--- config.mk ---
export PLATFORM = sky130hd
export DESIGN_NAME = tri_minterm_rop
export DESIGN_NICKNAME = d
export VERILOG_FILES = /design/src/rtl/tri_minterm_rop.sv
export SDC_FILE = /design/constraint.sdc
export NUM_CORES = 1
export LEC_CHECK = 0
export ABC_CLOCK_PERIOD_IN_PS = 1380
export BUFFER_PORTS_ARGS = -buffer_cell sky130_fd_sc_hd__buf_2
export CAP_MARGIN = 25
export CORE_UTILIZATION = 51
export CTS_CLUSTER_DIAMETER = 60
export DETAILED_ROUTE_END_ITERATION = 8
export MAX_ROUTING_LAYER = met4
export PLACE_DENSITY_LB_ADDON = 0.12
export SYNTH_ARGS = -nofsm -noshare
export SYNTH_HDL_FRONTEND = slang
export SYNTH_SLANG_ARGS = --single-unit
--- constraint.sdc ---
create_clock -name clk -period 1.38 [get_ports clk]
set_input_delay 0 -clock clk [delete_from_list [all_inputs] [get_ports clk]]
set_output_delay 0 -clock clk [all_outputs]
set_load 0.05 [all_outputs]
--- src/rtl/tri_minterm_rop.sv ---
module tri_minterm_rop #(
  parameter int WIDTH = 16
) (
  input  logic             clk,
  input  logic             rst_n,
  input  logic             start,
  input  logic             in_valid,
  input  logic [7:0]       func,
  input  logic [WIDTH-1:0] src_a,
  input  logic [WIDTH-1:0] src_b,
  input  logic [WIDTH-1:0] src_c,
  output logic [WIDTH-1:0] res,
  output logic             res_valid,
  output logic             zero_flag
);

  logic [WIDTH-1:0] mix;
  logic             hit;

  for (genvar i = 0; i < WIDTH; i++) begin : g_bit
    assign mix[i] = func[{src_a[i], src_b[i], src_c[i]}];
  end

  assign hit = in_valid && (|mix);

  always_ff @(posedge clk or negedge rst_n) begin
    if (!rst_n) begin
      res       <= '0;
      res_valid <= 1'b0;
      zero_flag <= 1'b1;
    end else begin
      res_valid <= in_valid;
      if (in_valid) res <= mix;
      if (start)    zero_flag <= !hit;
      else if (hit) zero_flag <= 1'b0;
    end
  end

  assert_valid_follows_R5: assert property (@(posedge clk) disable iff (!rst_n)
    in_valid |=> res_valid);
  assert_valid_idle_R5: assert property (@(posedge clk) disable iff (!rst_n)
    !in_valid |=> !res_valid);
  assert_res_holds_R5: assert property (@(posedge clk) disable iff (!rst_n)
    !in_valid |=> $stable(res));
  assert_const_zero_R4: assert property (@(posedge clk) disable iff (!rst_n)
    (in_valid && func == 8'h00) |=> (res == '0));
  assert_const_ones_R4: assert property (@(posedge clk) disable iff (!rst_n)
    (in_valid && func == 8'hFF) |=> (res == '1));
  assert_start_sets_R7: assert property (@(posedge clk) disable iff (!rst_n)
    (start && !in_valid) |=> zero_flag);
  assert_rise_needs_start_R7: assert property (@(posedge clk) disable iff (!rst_n)
    $rose(zero_flag) |-> $past(start));
  assert_sticky_R8: assert property (@(posedge clk) disable iff (!rst_n)
    (!start && !zero_flag) |=> !zero_flag);
  assert_clear_cause_R8: assert property (@(posedge clk) disable iff (!rst_n)
    $fell(zero_flag) |-> (res_valid && res != '0));
  assert_idle_flag_R9: assert property (@(posedge clk) disable iff (!rst_n)
    (!in_valid && !start) |=> $stable(zero_flag));

endmodule

==> flow_summary.json, run 1 <==
{
  "yosys-top-cells-area": "mux4_1 (48%), dfrtp_1 (25%), mux2i_1 (9.5%)",
  "crit_fanout": 16,
  "worst_pin_slew_ns": 0.569,
  "multi_input_area_um2": 1160,
  "die_h_um": 59.5,
  "final_core_util_pct": 89.4,
  "route.detailed.drc": 0,
  "die_x_um": 59.5,
  "yosysTopAreaCellShare_pct": 48.4,
  "area_delta_synth_final_pct": 64.7,
  "fin_tns_setup_ns": -0.0694,
  "io_pins": 78,
  "leakage_nw": 1.22,
  "rsz0062_at_grt": "yes",
  "rows": 20,
  "regArea_um2": 452,
  "routed_wl_um": 6720,
  "synth.avg_cell_area_um2": 14.4,
  "antenna_left": 0,
  "clk_pin_slew_ns": 0.10,
  "max_slew_margin_pct": 62.1,
  "drt_first_pass_iters": 5,
  "place.gp.congestion": 0.767,
  "grt_max_degree": 35,
  "setup_slack_ns": -0.0694,
  "fin_crit_ns": 1.45,
  "viasPerCell": 6.29,
  "stdcell_count": 283,
  "ys_warn_count": 0,
  "place_ws_ns": -0.557,
  "worst_setup_path_start_kind": "primary input",
  "worstPathRequired_ns": 1.62,
  "core-area_um2": 3100,
  "yosysTopAreaCell": "mux4_1",
  "dpl_cell_area_um2": 2140,
  "whs_ns": 0.109,
  "globalRouteTotalUtil_pct": 32.1,
  "netlist_instances": 117,
  "power_density_nw_per_um2": 815,
  "ys_seq_area_share_pct": 26.8,
  "setup_viol": 1,
  "synth_edf_count": 0,
  "fin_area_um2": 2770,
  "io_buffer_count": 77,
  "cts-root-buf": "clkbuf_4",
  "antenna_found_initial": 0,
  "cts_buffer_depth": 2,
  "cp.arrival_ns": 1.69,
  "die_area_um2": 3540,
  "numClockSinks": 18,
  "min_path_type": "in -> reg",
  "slew_violations": 0,
  "synth_most_common_cell": "mux4_1",
  "crit_path_end_kind": "register",
  "htreeDepth": 1,
  "fmax_mhz": 690,
  "grt_overflow": 0,
  "violations": "negative setup slack",
  "worstSetupPathType": "in -> reg",
  "fin_skew_ns": 0,
  "initial_core_util_pct": 54.3,
  "period_share_pct": 105,
  "max-vdd-ir-drop_v": 0.000376,
  "drive_gt1_share_pct": 76.6,
  "finalHoldViolCount": 0,
  "num-fill-cells": 138,
  "dp_cells": 242,
  "yosys_register_bits": 18,
  "clk_latency_ns": 0.30,
  "synthTopCellsByCount": "mux4_1 (31), a21oi_1 (17), dfrtp_1 (17), nor2_1 (17), mux2i_1 (16)",
  "insertedDiodeCount": 0,
  "async_reset_ff_share_pct": 100,
  "synthFlopType": "dfrtp_1",
  "maxCapViolCount": 0,
  "cts_tree": "yes",
  "grt_pass1_vias": 1556,
  "cts_made_buffers": 3,
  "fin_total_pwr_mw": 2.26,
  "ys_types": 12,
  "dp_hpwl_um": 2980,
  "num_vias": 1781,
  "wl_per_cell_um": 23.7,
  "grt_pass1_wl_um": 7870,
  "synth_nets": 177,
  "fin_nets": 300,
  "drtIter0Drc": 228,
  "status": "finished with violations",
  "synthesis.area_um2": 1680
}
[per-layer routing]
metal  GRT usage (%)  vias up  share of wire, %
met5               -        -                 0
met1            39.4      863                35
li1                -      731                 -
met2            51.7      150                49
met3            3.49       37               8.4
met4            18.0        0               7.0
[flip-flops by register name, indices dropped and copies added (netlist names)]
name,cells
res,16
res_valid,1
zero_flag,1
[final cells by class]
class	instances	area share (%)
tap	44	1.98
multi-input combinational	87	41.7
timing repair buffer	130	38.7
sequential	18	16.3
clock buffer	4	1.31
[worst paths after layout]
path	slack, ns	cells past startpoint	start	to
min in group asynchronous	0.14	2	rst_n	res[7]
hold / removal	0.11	5	src_b[3]	zero_flag
setup reg to reg	0.60	2	res[10]	res[10]
setup / recovery	-0.07	6	func[3]	zero_flag
max in group asynchronous	0.92	2	rst_n	zero_flag
hold reg to reg	0.53	2	res[15]	res[15]
[critical path: stages]
cell and delay (ns):
buf_12 0.13, mux4_2 0.48, mux2i_2 0.24, nand4_1 0.18, or4_4 0.54, a21oi_2 0.12
[report_power, final]
group	leakage, nW	internal (mW)	switching [mW]
combinational	0.998	0.649	0.648
clock	0.0210	0.161	0.168
sequential	0.200	0.596	0.0374
[cells by family (layout without fill, tap and decap cells)]
group / Yosys count / count (layout) / synth area share, %
buffers and inverters: 12 / 134 / 3.19
DFF: 18 / 18 / 26.8
muxes: 48 / 48 / 59.2
and+or+nand+nor: 22 / 22 / 5.72
AOI/OAI and AO/OA: 17 / 17 / 5.05
[layout by cell type (no fill, tap or decap), drive strengths merged, types with 2 or more instances in the layout]
cell type    netlist  routed
buf                6     124
a21oi             17      17
clkbuf             6       8
mux2i             16      16
nor2              17      17
nand4              4       4
mux4              32      32
dfrtp             17      17
dlygate4sd3        0       2
[timing repair]
item	4_1_cts	5_1_grt
cloned	1	4
pin swaps	6	6
endpoints found under the hold margin	19	0
resized for setup	58	34
hold buffers	2	0
setup endpoints to repair	1	4
buffers inserted	29	4
Power figures use the tool's default switching activity.
==> inputs of run 2 (changes only) <==
- SKIP_LAST_GASP: unset -> 1
==> run 2 against run 1 <==
The flow still finishes with violations (negative setup slack); die area is the same; via count rose by 1.2%; final area shrank 0.72%; sequential cell count stayed put; first-iteration DRC count shrank 31%; setup slack got worse by 0.053 ns; fmax decreased by 3.5%; routed wire length fell by 4.2%.
==> flow_summary.json, run 2 (synthesized netlist as in run 1, its figures left out) <==
{
  "min_path_type": "in -> reg",
  "regMostFlops": "res",
  "cts-root-buf": "clkbuf_4",
  "layout_common_cells": "buf_2 (57), buf_4 (50), mux4_2 (32)",
  "drt_first_pass_iters": 4,
  "numClockSinks": 18,
  "place_ws_ns": -0.557,
  "antenna_left": 0,
  "p_switching_mw": 0.851,
  "initial_core_util_pct": 54.3,
  "io_buffer_count": 77,
  "worst_setup_path_start_kind": "primary input",
  "cts_buffer_depth": 2,
  "drtIter0Drc": 158,
  "p_sw_share_pct": 37.8,
  "largest_reg_flops": 16,
  "period_share_pct": 109,
  "place.gp.congestion": 0.767,
  "clk_pin_slew_ns": 0.10,
  "viasPerCell": 6.37,
  "slew_violations": 0,
  "fin_tns_setup_ns": -0.122,
  "antenna_found_initial": 0,
  "fmax_mhz": 666,
  "crit_fanout": 2,
  "die_h_um": 59.5,
  "die_x_um": 59.5,
  "fin_skew_ns": 0,
  "fin_crit_ns": 1.50,
  "violations": "negative setup slack",
  "dpl_cell_area_um2": 2140,
  "mostFrequentLayoutCell": "buf_2",
  "cts_made_buffers": 3,
  "worstPathRequired_ns": 1.61,
  "die_area_um2": 3540,
  "wl_per_cell_um": 22.7,
  "leakage_nw": 1.22,
  "core-area_um2": 3100,
  "max-vdd-ir-drop_v": 0.000328,
  "grt_pass1_wl_um": 7870,
  "worstSetupPathType": "in -> reg",
  "whs_ns": 0.107,
  "fin_total_pwr_mw": 2.25,
  "pwr-share-clk_pct": 14.7,
  "grt_max_degree": 35,
  "top_regs": "res: 16 flops, res_valid: 1 flops, zero_flag: 1 flops",
  "fin_nets": 300,
  "cts_tree": "yes",
  "dp_hpwl_um": 2980,
  "rsz0062_at_grt": "yes",
  "globalRouteTotalUtil_pct": 32.1,
  "hold_depth": 1,
  "internal-power_mw": 1.40,
  "cp.arrival_ns": 1.73,
  "htreeDepth": 1,
  "insertedDiodeCount": 0,
  "combPwrFrac_pct": 57.2,
  "finalHoldViolCount": 0,
  "fin_area_um2": 2750,
  "route.detailed.drc": 0,
  "pwr-share-seq_pct": 28.1,
  "io_pins": 78,
  "worst_pin_slew_ns": 0.553,
  "routed_wl_um": 6440,
  "rrSetupSlack_ns": 0.59,
  "num_vias": 1803,
  "power_density_nw_per_um2": 817,
  "clk_latency_ns": 0.30,
  "stdcell_count": 283,
  "rows": 20,
  "reg2regPathDepth": 2,
  "crit_path_end_kind": "register",
  "drive_gt1_share_pct": 76.2,
  "dp_cells": 242,
  "final_core_util_pct": 88.8,
  "setup_slack_ns": -0.122,
  "grt_overflow": 0,
  "setup_viol": 1,
  "grt_pass1_vias": 1556,
  "max_slew_margin_pct": 63.1,
  "status": "finished with violations",
  "maxCapViolCount": 0,
  "area_delta_synth_final_pct": 63.5
}
## run 2: worst max-delay path, stage by stage
cell and delay [ns]:
buf_2 0.12, mux4_2 0.53, mux2i_2 0.25, nand4_1 0.15
or4_4 0.53, a21oi_2 0.15
## run 2: repair_timing
action	in CTS	in global routing
pin swaps	6	4
buffers inserted	29	4
hold buffers	2	0
gates cloned	1	4
endpoints found under the setup margin	1	4
gates resized for setup	58	28
endpoints found under the hold margin	19	0
## run 2: power by group through the flow
stage	sequential, mW	combinational, mW	clock (mW)
detailed placement	0.642	0.877	0
finish	0.633	1.29	0.330
global route	0.641	1.35	0.351
CTS	0.631	1.12	0.316
global placement	0.636	0.860	0
floorplan	0.884	0.312	0
## run 2: final cells by class
| class | count | area [um2] |
|---|---|---|
| clock buffer | 4 | 36.3 |
| sequential | 18 | 452 |
| timing repair buffer | 130 | 1060 |
| tap | 44 | 55.1 |
| fill | 143 | 349 |
| multi-input combinational | 87 | 1150 |
## run 2: worst paths after layout
path	start	to
setup / recovery	src_c[14]	zero_flag
hold / removal	in_valid	res_valid
setup reg to reg	zero_flag	zero_flag
hold reg to reg	res[15]	res[15]
max in group asynchronous	rst_n	zero_flag
min in group asynchronous	rst_n	res[10]
## run 2: routing by layer
layer / up-vias / global-route usage, % / share of wire (%)
met2: 182 / 51.7 / 51
met5: - / - / 0
met4: 0 / 18.0 / 6.2
met1: 852 / 39.4 / 32
li1: 728 / - / -
met3: 41 / 3.49 / 10
